===== config.mk =====
export PLATFORM = sky130hd
export DESIGN_NAME = uart_flow_ctrl
export DESIGN_NICKNAME = d
export VERILOG_FILES = /design/src/rtl/uart_fc_pkg.sv /design/src/rtl/uart_fc_cts_sync.sv /design/src/rtl/uart_fc_rfr_ctrl.sv /design/src/rtl/uart_fc_tx_gate.sv /design/src/rtl/uart_flow_ctrl.sv
export SDC_FILE = /design/constraint.sdc
export NUM_CORES = 1
export LEC_CHECK = 0
export BUFFER_PORTS_ARGS = -buffer_cell sky130_fd_sc_hd__buf_2
export CORE_AREA = 2 2 39 41
export DETAILED_ROUTE_END_ITERATION = 6
export DIE_AREA = 0 0 41 43
export GPL_TIMING_DRIVEN = 0
export PLACE_DENSITY_LB_ADDON = 0.3
export RECOVER_POWER = 25
export SLEW_MARGIN = 20
export SYNTH_ARGS = -nofsm -noshare
export SYNTH_HDL_FRONTEND = slang
export SYNTH_SLANG_ARGS = --single-unit

===== constraint.sdc =====
create_clock -name clk -period 1.66 [get_ports clk]
set_input_delay 0.083 -clock clk [delete_from_list [all_inputs] [get_ports clk]]
set_output_delay 0.083 -clock clk [all_outputs]
set_load 0.02 [all_outputs]

===== src/rtl/uart_fc_pkg.sv =====
package uart_fc_pkg;

    localparam int MODE_W      = 18;
    localparam int LVL_LO_W    = 6;
    localparam int LVL_HI_LSB  = 8;
    localparam int LVL_HI_W    = 10;
    localparam int LVL_W       = LVL_LO_W + LVL_HI_W;
    localparam int BIT_AUTO    = 7;
    localparam int BIT_GATE    = 6;
    localparam int CMD_W       = 4;

    localparam logic [CMD_W-1:0] CMD_RDY_SET = 4'd13;
    localparam logic [CMD_W-1:0] CMD_RDY_CLR = 4'd14;

    typedef struct packed {
        logic             auto_rdy;
        logic             cts_gate;
        logic [LVL_W-1:0] level;
    } fc_mode_t;

    typedef enum logic [1:0] {
        CMD_NONE = 2'd0,
        CMD_SET  = 2'd1,
        CMD_CLR  = 2'd2
    } fc_cmd_e;

    function automatic fc_mode_t decode_mode(input logic [MODE_W-1:0] w);
        fc_mode_t m;
        m.auto_rdy = w[BIT_AUTO];
        m.cts_gate = w[BIT_GATE];
        m.level    = {w[LVL_HI_LSB +: LVL_HI_W], w[LVL_LO_W-1:0]};
        return m;
    endfunction

    function automatic fc_cmd_e decode_cmd(input logic v, input logic [CMD_W-1:0] c);
        if (!v)                   return CMD_NONE;
        else if (c == CMD_RDY_SET) return CMD_SET;
        else if (c == CMD_RDY_CLR) return CMD_CLR;
        else                      return CMD_NONE;
    endfunction

    function automatic int suggested_level(input int depth);
        return (depth > 12) ? depth - 12 : depth;
    endfunction

endpackage


===== src/rtl/uart_fc_cts_sync.sv =====
module uart_fc_cts_sync #(
    parameter int STAGES = 2
) (
    input  logic clk,
    input  logic rst,
    input  logic pin_in,
    output logic level_out,
    output logic change_out
);
    logic [STAGES-1:0] chain_q;
    logic              prev_q;

    always_ff @(posedge clk) begin
        if (rst) begin
            chain_q <= '0;
            prev_q  <= 1'b0;
        end else begin
            chain_q <= {chain_q[STAGES-2:0], pin_in};
            prev_q  <= chain_q[STAGES-1];
        end
    end

    assign level_out  = chain_q[STAGES-1];
    assign change_out = chain_q[STAGES-1] ^ prev_q;
endmodule


===== src/rtl/uart_fc_rfr_ctrl.sv =====
module uart_fc_rfr_ctrl
    import uart_fc_pkg::*;
#(
    parameter int CNT_W = 10
) (
    input  logic             clk,
    input  logic             rst,
    input  fc_mode_t         mode,
    input  fc_cmd_e          cmd,
    input  logic [CNT_W-1:0] count,
    output logic             rfr
);
    logic             sw_q, sw_d;
    logic             rfr_q, rfr_d;
    logic [LVL_W-1:0] count_ext;
    logic             at_level;

    assign count_ext = LVL_W'(count);
    assign at_level  = count_ext >= mode.level;

    always_comb begin
        sw_d = sw_q;
        case (cmd)
            CMD_SET: sw_d = 1'b1;
            CMD_CLR: sw_d = 1'b0;
            default: sw_d = sw_q;
        endcase
        rfr_d = mode.auto_rdy ? !at_level : sw_d;
    end

    always_ff @(posedge clk) begin
        if (rst) begin
            sw_q  <= 1'b0;
            rfr_q <= 1'b0;
        end else begin
            sw_q  <= sw_d;
            rfr_q <= rfr_d;
        end
    end

    assign rfr = rfr_q;
endmodule


===== src/rtl/uart_fc_tx_gate.sv =====
module uart_fc_tx_gate (
    input  logic start_req,
    input  logic gate_en,
    input  logic cts_ok,
    output logic permit
);
    assign permit = start_req && (!gate_en || cts_ok);
endmodule


===== src/rtl/uart_flow_ctrl.sv =====
module uart_flow_ctrl
    import uart_fc_pkg::*;
#(
    parameter int FIFO_DEPTH  = 512,
    parameter int SYNC_STAGES = 2,
    localparam int CNT_W      = $clog2(FIFO_DEPTH + 1)
) (
    input  logic              clk,
    input  logic              rst,
    input  logic [MODE_W-1:0] mode_word,
    input  logic              cmd_valid,
    input  logic [CMD_W-1:0]  cmd_code,
    input  logic [CNT_W-1:0]  rx_count,
    input  logic              cts_in,
    input  logic              tx_start_req,
    output logic              rfr_out,
    output logic              tx_permit,
    output logic              cts_now,
    output logic              cts_change
);
    fc_mode_t mode;
    fc_cmd_e  cmd;

    assign mode = decode_mode(mode_word);
    assign cmd  = decode_cmd(cmd_valid, cmd_code);

    uart_fc_cts_sync #(.STAGES(SYNC_STAGES)) u_sync (
        .clk        (clk),
        .rst        (rst),
        .pin_in     (cts_in),
        .level_out  (cts_now),
        .change_out (cts_change)
    );

    uart_fc_rfr_ctrl #(.CNT_W(CNT_W)) u_rfr (
        .clk   (clk),
        .rst   (rst),
        .mode  (mode),
        .cmd   (cmd),
        .count (rx_count),
        .rfr   (rfr_out)
    );

    uart_fc_tx_gate u_gate (
        .start_req (tx_start_req),
        .gate_en   (mode.cts_gate),
        .cts_ok    (cts_now),
        .permit    (tx_permit)
    );
endmodule


==> impl_results.md, run 1 <==
* Slack of the critical path at 615 ps
* Core outline area at approximately 1400 sq um
* Top post-synthesis cells by count: inv_1 (12), ha_1 (10), dfxtp_1 (5), nor2_1 (5)
* Pwr per Cell Area at 533 nW/um^2
* CP Capture Type: primary output
* Clk_skew at between 2 and 2.5 ps
* IO Pins at just over 40
* Final count of negative-setup-slack endpoints at 0
* Number of H-tree levels at 1
* Biggest area consumer among synthesized cells: ha_1
* Cell area after placement at 716 sq um
* Longest individual stage delay on the worst path at 340 ps
* Post-Route M1 WL at roughly 400 um
* Period Utilization, post-route at between 60% and 70%
* Number of buffers inserted during clock tree synthesis at 3
* Final #Nets at 148
* Post-synthesis average cell area at just under 9 sq um
* Die outline height at roughly 43 um
* Syn Nets at between 100 and 150
* Clk sinks at 5
* Number of buffers inserted to repair setup after CTS at 0
* Detailed route wirelength on metal3 at 105 um
* Max-capacitance violation count at 0
* List of cells traversed by the critical path: inv_1 > a21boi_0 > buf_2
* Post-route worst hold slack at 47.5 ps
* Cell leakage power at 0.436 nW
* Highest routing layer actually used: met3
* Layout area overhead at 49.7%
* Class of the tightest hold or removal check: in -> reg
* Primary flip-flop cell chosen by synthesis mapping: dfxtp_1
* Area of the die at between 1500 and 2000 sq um
* CP Max Fanout at 3
* Worst hold path cell count at 2
* Metal2 WL at ~520 um
* Number of nets still failing antenna checks after routing at 0
* RSZ-0062 raised after global routing: no
* Post-route design area at 742 sq um
* Layout fillers at ~140
* Per-cell via count in the routed design at 4.56
* Dominant cells by area after synthesis: ha_1 (25%), dfxtp_1 (20%), inv_1 (9.1%), a2111oi_4 (5.6%), nor2_1 (3.8%)
* Clock insertion delay at the later pin of the skew report at ~240 ps
* Floorplan die width at 41 um
* Setup Total Neg Slack at 0 ps
* Shortest clock period the worst path allows after layout at 1050 ps
* Unique cell type count in the Yosys netlist at 24
* Gates resized, CTS repair at 0
* Fraction of registers with async set/reset at 0%
* Remaining max-slew budget at the tightest pin at around four fifths
* Count of standard-cell rows at 14
* Root buf cell: clkbuf_4
* CP Class: reg -> out
* Post-Synthesis Cells at 56
* Total overflow reported by the global router at 0
* CTS Buffer Depth at 2
* Final weighted congestion in routability-driven placement at 0.594
* Drt pass-1 iters at 1
* Worst ir drop on vdd at ~250 uV
* Number of violations reported at the end of detailed-routing iteration 0 at 0
* Final routed DRC violation total at 0
* EDFF count, synth at 0
* Number of hold buffers added after CTS at 0
* Nature of the critical path startpoint: register
* Fin. Hold Viols at 0
* Number of antenna repair diodes at 0
* Initial Util at 35.8%
* Area share of the leading cell type in the synthesized netlist at between 20% and 30%
* Data required time of the critical path at ~1600 ps
* Run status: finished, final reports clean
* Clock input transition at the sequential cells of the worst setup and hold paths at around 40 ps
* Number of global-route vias before repair at 494
* Aggregate global-route resource usage at between 10% and 20%
* Average wire per cell in the routed design at between 8 and 9 um
* Post-Layout Cell Count at 116
* Arrival @ worst endpoint at roughly 960 ps
* Synth warn at 0
* Register area share after synthesis at around a fifth
* Cell total after placement at 112
* Number of antenna violations at the first check in global routing at 0
* Number of input and output port buffers inserted at 40
* Most frequent cell after synthesis: inv_1
* Maximum clock frequency at approximately 960 MHz
* Transition at the pin with the smallest max-transition slack at 269 ps
* Netlist area before placement at 495 sq um
* Via count at between 500 and 600
* CTS tree: built
* Final routed wirelength across all metal layers at 1.03 mm
* Worst reg-to-reg path cell count at 3
* Wire length of the first global-routing pass at roughly 1.6 mm
* Max-slew violation count at 0
* Largest net degree at the start of global routing at 5
* Synthesized flop and latch total at 5
* Worst slack at placement at ~370 ps
* Share of layout cells above drive strength 1 at between 40 and 50%
* Detailed placement HPWL at 964 um
* Cell with the largest stage delay on the worst path: dfxtp_1
## placed cells by master (no fill, tap or decap), types with 2 or more instances in the layout
master	instances
clkbuf_4	3
ha_1	10
nand3_1	2
o21ai_0	2
inv_1	12
buf_2	40
nor2b_1	2
dfxtp_1	5
nor2_1	5
a21o_1	2
## path summary, 6_finish.rpt
kind	from	endpoint	slack, ps
min reg2reg	u_sync.chain_q[0]	u_sync.chain_q[1]	450
min	rst	u_sync.prev_q	50
max reg2reg	u_rfr.sw_q	u_rfr.rfr	840
max	u_sync.chain_q[1]	tx_permit	610
## power breakdown
group	switching [W]	leakage, nW	internal (W)
clock	0.0000479	0.0150	0.0000908
combinational	0.0000578	0.380	0.0000721
sequential	0.00000180	0.0411	0.000125
total	0.000108	0.436	0.000288
## metrics by stage
step	total power (W)	util [%]
3_5_place_dp	0.000262	51.7
5_1_grt	0.000431	53.6
6_report	0.000396	53.6
3_3_place_gp	0.000257	51.7
2_1_floorplan	0.000202	-
4_1_cts	0.000408	53.6
## cells by family after synthesis
| kind of cell | after synthesis | synth area share [%] |
|---|---|---|
| AOI/OAI and AO/OA | 12 | 23.5 |
| xor gates and xnor gates | 1 | 1.77 |
| adders and majority gates | 10 | 25.3 |
| buffers and inverters | 12 | 9.09 |
| DFF | 5 | 20.2 |
| and+or+nand+nor | 16 | 20.2 |
## per-layer routing
metal / track usage (%) / vias up
li1: - / 282
met1: 13.5 / 220
met2: 22.8 / 27
met3: 2.09 / 0
met4: 8.00 / 0
met5: 0 / -
## worst max-delay path, delay by kind of cell (launching register included)
family / cells / cell delay (ps)
AO/OA/AOI/OAI: 1 / 140
buffers and inverters: 2 / 240
flip-flops: 1 / 340
## layout make-up
class	count	area (sq um)	area share (%)
Sequential cell	5	100	13.5
Multi-Input combinational cell	39	350	47.2
Inverter	12	45.0	6.07
Clock buffer	4	26.3	3.54
Timing Repair Buffer	40	200	27.0
Tap cell	16	20.0	2.70
## state kept, by name (all words and copies together), names as in the netlist
signal,cells
u_sync.chain_q,2
u_rfr.rfr,1
u_rfr.sw_q,1
u_sync.prev_q,1
(Power assumes the default switching activity.)
==> inputs of run 2 (changes only) <==
--- a/config.mk
+++ b/config.mk
@@ -6,9 +6,8 @@
 export NUM_CORES = 1
 export LEC_CHECK = 0
 export BUFFER_PORTS_ARGS = -buffer_cell sky130_fd_sc_hd__buf_2
-export CORE_AREA = 2 2 39 41
+export CORE_UTILIZATION = 37
 export DETAILED_ROUTE_END_ITERATION = 6
-export DIE_AREA = 0 0 41 43
 export GPL_TIMING_DRIVEN = 0
 export PLACE_DENSITY_LB_ADDON = 0.3
 export RECOVER_POWER = 25
==> constraint.sdc (replaced) <==
create_clock -name clk -period 1.05 [get_ports clk]
set_input_delay 0.0525 -clock clk [delete_from_list [all_inputs] [get_ports clk]]
set_output_delay 0.0525 -clock clk [all_outputs]
set_load 0.02 [all_outputs]
==> run 2 against run 1 <==
Against the previous run: via count grew 5.7%; utilization rose by 10 points; critical endpoint unchanged; clock-buffer cell count did not move; final cell count fell by 1.7%.
==> impl_results.md, run 2 (same netlist as run 1, synthesis figures left out) <==
* Reg-to-reg slack, setup at around 220 ps
* Cell leakage power at 0.438 nW
* Number of global-route vias before repair at about 540
* Cell total after placement at 110
* Number of antenna violations at the first check in global routing at 0
* Largest register by flop count: u_sync.chain_q
* Fin. Hold Viols at 0
* Largest net degree at the start of global routing at 5
* Clock insertion delay at the later pin of the skew report at between 200 and 250 ps
* Worst reg-to-reg path cell count at 3
* Number of H-tree levels at 1
* Area of the die at 1490 sq um
* Die outline height at just under 40 um
* Transition at the pin with the smallest max-transition slack at between 200 and 300 ps
* Top library cells by usage in the layout, fill and taps aside: buf_2 (40), inv_1 (12), ha_1 (10), nor2_1 (5), dfxtp_1 (4)
* Number of input and output port buffers inserted at 40
* Via count at 559
* Run status: finished, final reports clean
* Final routed DRC violation total at 0
* CP Max Fanout at 3
* Post-route core utilization at 63.7%
* Cell count along the critical path at 3
* Largest register FFs at 2
* Layout fillers at 123
* Shortest clock period the worst path allows after layout at about 1000 ps
* Total overflow reported by the global router at 0
* Pwr per Cell Area at ~870 nW/um^2
* Max-slew violation count at 0
* Cell with the largest stage delay on the worst path: dfxtp_2
* Root buf cell: clkbuf_4
* Final routed wirelength across all metal layers at roughly 1.2 mm
* Post-Layout Cell Count at ~110
* Cell family with the largest share of critical-path delay: flip-flops
* Wire length of the first global-routing pass at approximately 1.8 mm
* Data required time of the critical path at 1000 ps
* Longest individual stage delay on the worst path at 350 ps
* CP Launch Point: u_sync.chain_q[1]
* Most common cell after layout, fill and taps aside: buf_2
* Maximum clock frequency at ~1000 MHz
* Final #Nets at 148
* Arrival @ worst endpoint at between 900 and 1000 ps
* Class of the tightest hold or removal check: in -> reg
* Number of nets still failing antenna checks after routing at 0
* Final count of negative-setup-slack endpoints at 0
* CP Capture Type: primary output
* Initial Util at 42.3%
* Bufs and invs on worst path at 2
* Floorplan die width at between 30 and 40 um
* Share of layout cells above drive strength 1 at between 50% and 60%
* Endpoint of the most critical setup path: tx_permit
* CTS tree: built
* Number of antenna repair diodes at 0
* Clk_skew at between 1 and 1.5 ps
* Detailed placement HPWL at slightly above 1 mm
* Number of violations reported at the end of detailed-routing iteration 0 at 4
* List of cells traversed by the critical path: inv_1 > a21boi_1 > buf_2
* Clock input transition at the sequential cells of the worst setup and hold paths at about 50 ps
* Aggregate global-route resource usage at 18.2%
* Number of buffers inserted to repair setup after CTS at 0
* Average wire per cell in the routed design at approximately 11 um
* Worst ir drop on vdd at between 500 and 600 uV
* Drt pass-1 iters at 3
* Clk sinks at 5
* Remaining max-slew budget at the tightest pin at between 80% and 90%
* Number of buffers inserted during clock tree synthesis at 3
* CP Class: reg -> out
* Launch instance of the worst register-to-register path: u_rfr.sw_q
* IO Pins at 41
* Core outline area at about 1200 sq um
* CTS Buffer Depth at 2
* Per-cell via count in the routed design at a little under 5
* Max-capacitance violation count at 0
* Capturing point of the worst reg2reg path: u_rfr.rfr
* Layout area overhead at 50.5%
* Period Utilization, post-route at 95.8%
* Count of standard-cell rows at 12
* Post-route worst hold slack at around 4.1 ps
* Final weighted congestion in routability-driven placement at about 0.63
* Nature of the critical path startpoint: register
* Number of hold buffers added after CTS at 0
## run 2: changes by cell type in the layout (fill, tap and decap cells not counted)
cell | before | now
a211oi_1 | 1 | 0
a211oi_2 | 1 | 2
a21boi_0 | 1 | 0
a21boi_1 | 0 | 1
dfxtp_1 | 5 | 4
dfxtp_2 | 0 | 1
o21ai_0 | 2 | 1
o21ai_1 | 0 | 1
## run 2: stage by stage
step / setup TNS, ps / area (sq um) / setup slack (ps) / total power, W
finish: 0 / 746 / 43.8 / 0.000648
global route: -33.8 / 746 / -33.8 / 0.000696
CTS: 0 / 741 / 27.8 / 0.000650
detailed placement: -210 / 713 / -210 / 0.000417
global placement: -196 / 713 / -196 / 0.000406
floorplan: -48.5 / 495 / -48.5 / 0.000320
## run 2: area by class of cell
type,count,area (sq um),share of cell area [%]
multi-input cells,39,355,47.7
repair buffers,40,200,26.8
flip-flops and latches,5,101,13.6
inverters,12,45.0,6.04
clock buffers,4,26.3,3.52
well taps,14,17.5,2.35
## run 2: worst register-to-register path, stage by stage (launching register included)
cell,delay (ps)
dfxtp_1,300
o21bai_1,160
a21oi_1,180
a211oi_2,60
## run 2: metal layers
metal	vias to the layer above	global-route usage, %	routed length, um
li1	282	-	-
met1	239	12.6	400
met2	38	40.8	712
met3	0	6.94	128
met4	0	5.17	0
met5	-	0	0
## run 2: worst min-delay path by stage
stage                     from            end  slack, ps  cells past startpoint
after floorplan            rst  u_sync.prev_q        120                      1
after global placement     rst  u_sync.prev_q        260                      2
after detailed placement   rst  u_sync.prev_q        260                      2
after CTS                  rst  u_sync.prev_q          5                      2
after global routing       rst  u_sync.prev_q          8                      2
final                      rst  u_sync.prev_q          4                      2
## run 2: where the power goes
group / internal, W / switching [W] / leakage, nW
logic: 0.000119 / 0.000101 / 0.382
registers: 0.000198 / 0.00000321 / 0.0415
clock network: 0.000144 / 0.0000835 / 0.0150
## run 2: timing repair
item                       CTS  global route
pin swaps                    0             2
hold endpoints to repair     0             0
setup endpoints to repair    1             1
resized for setup            1             2
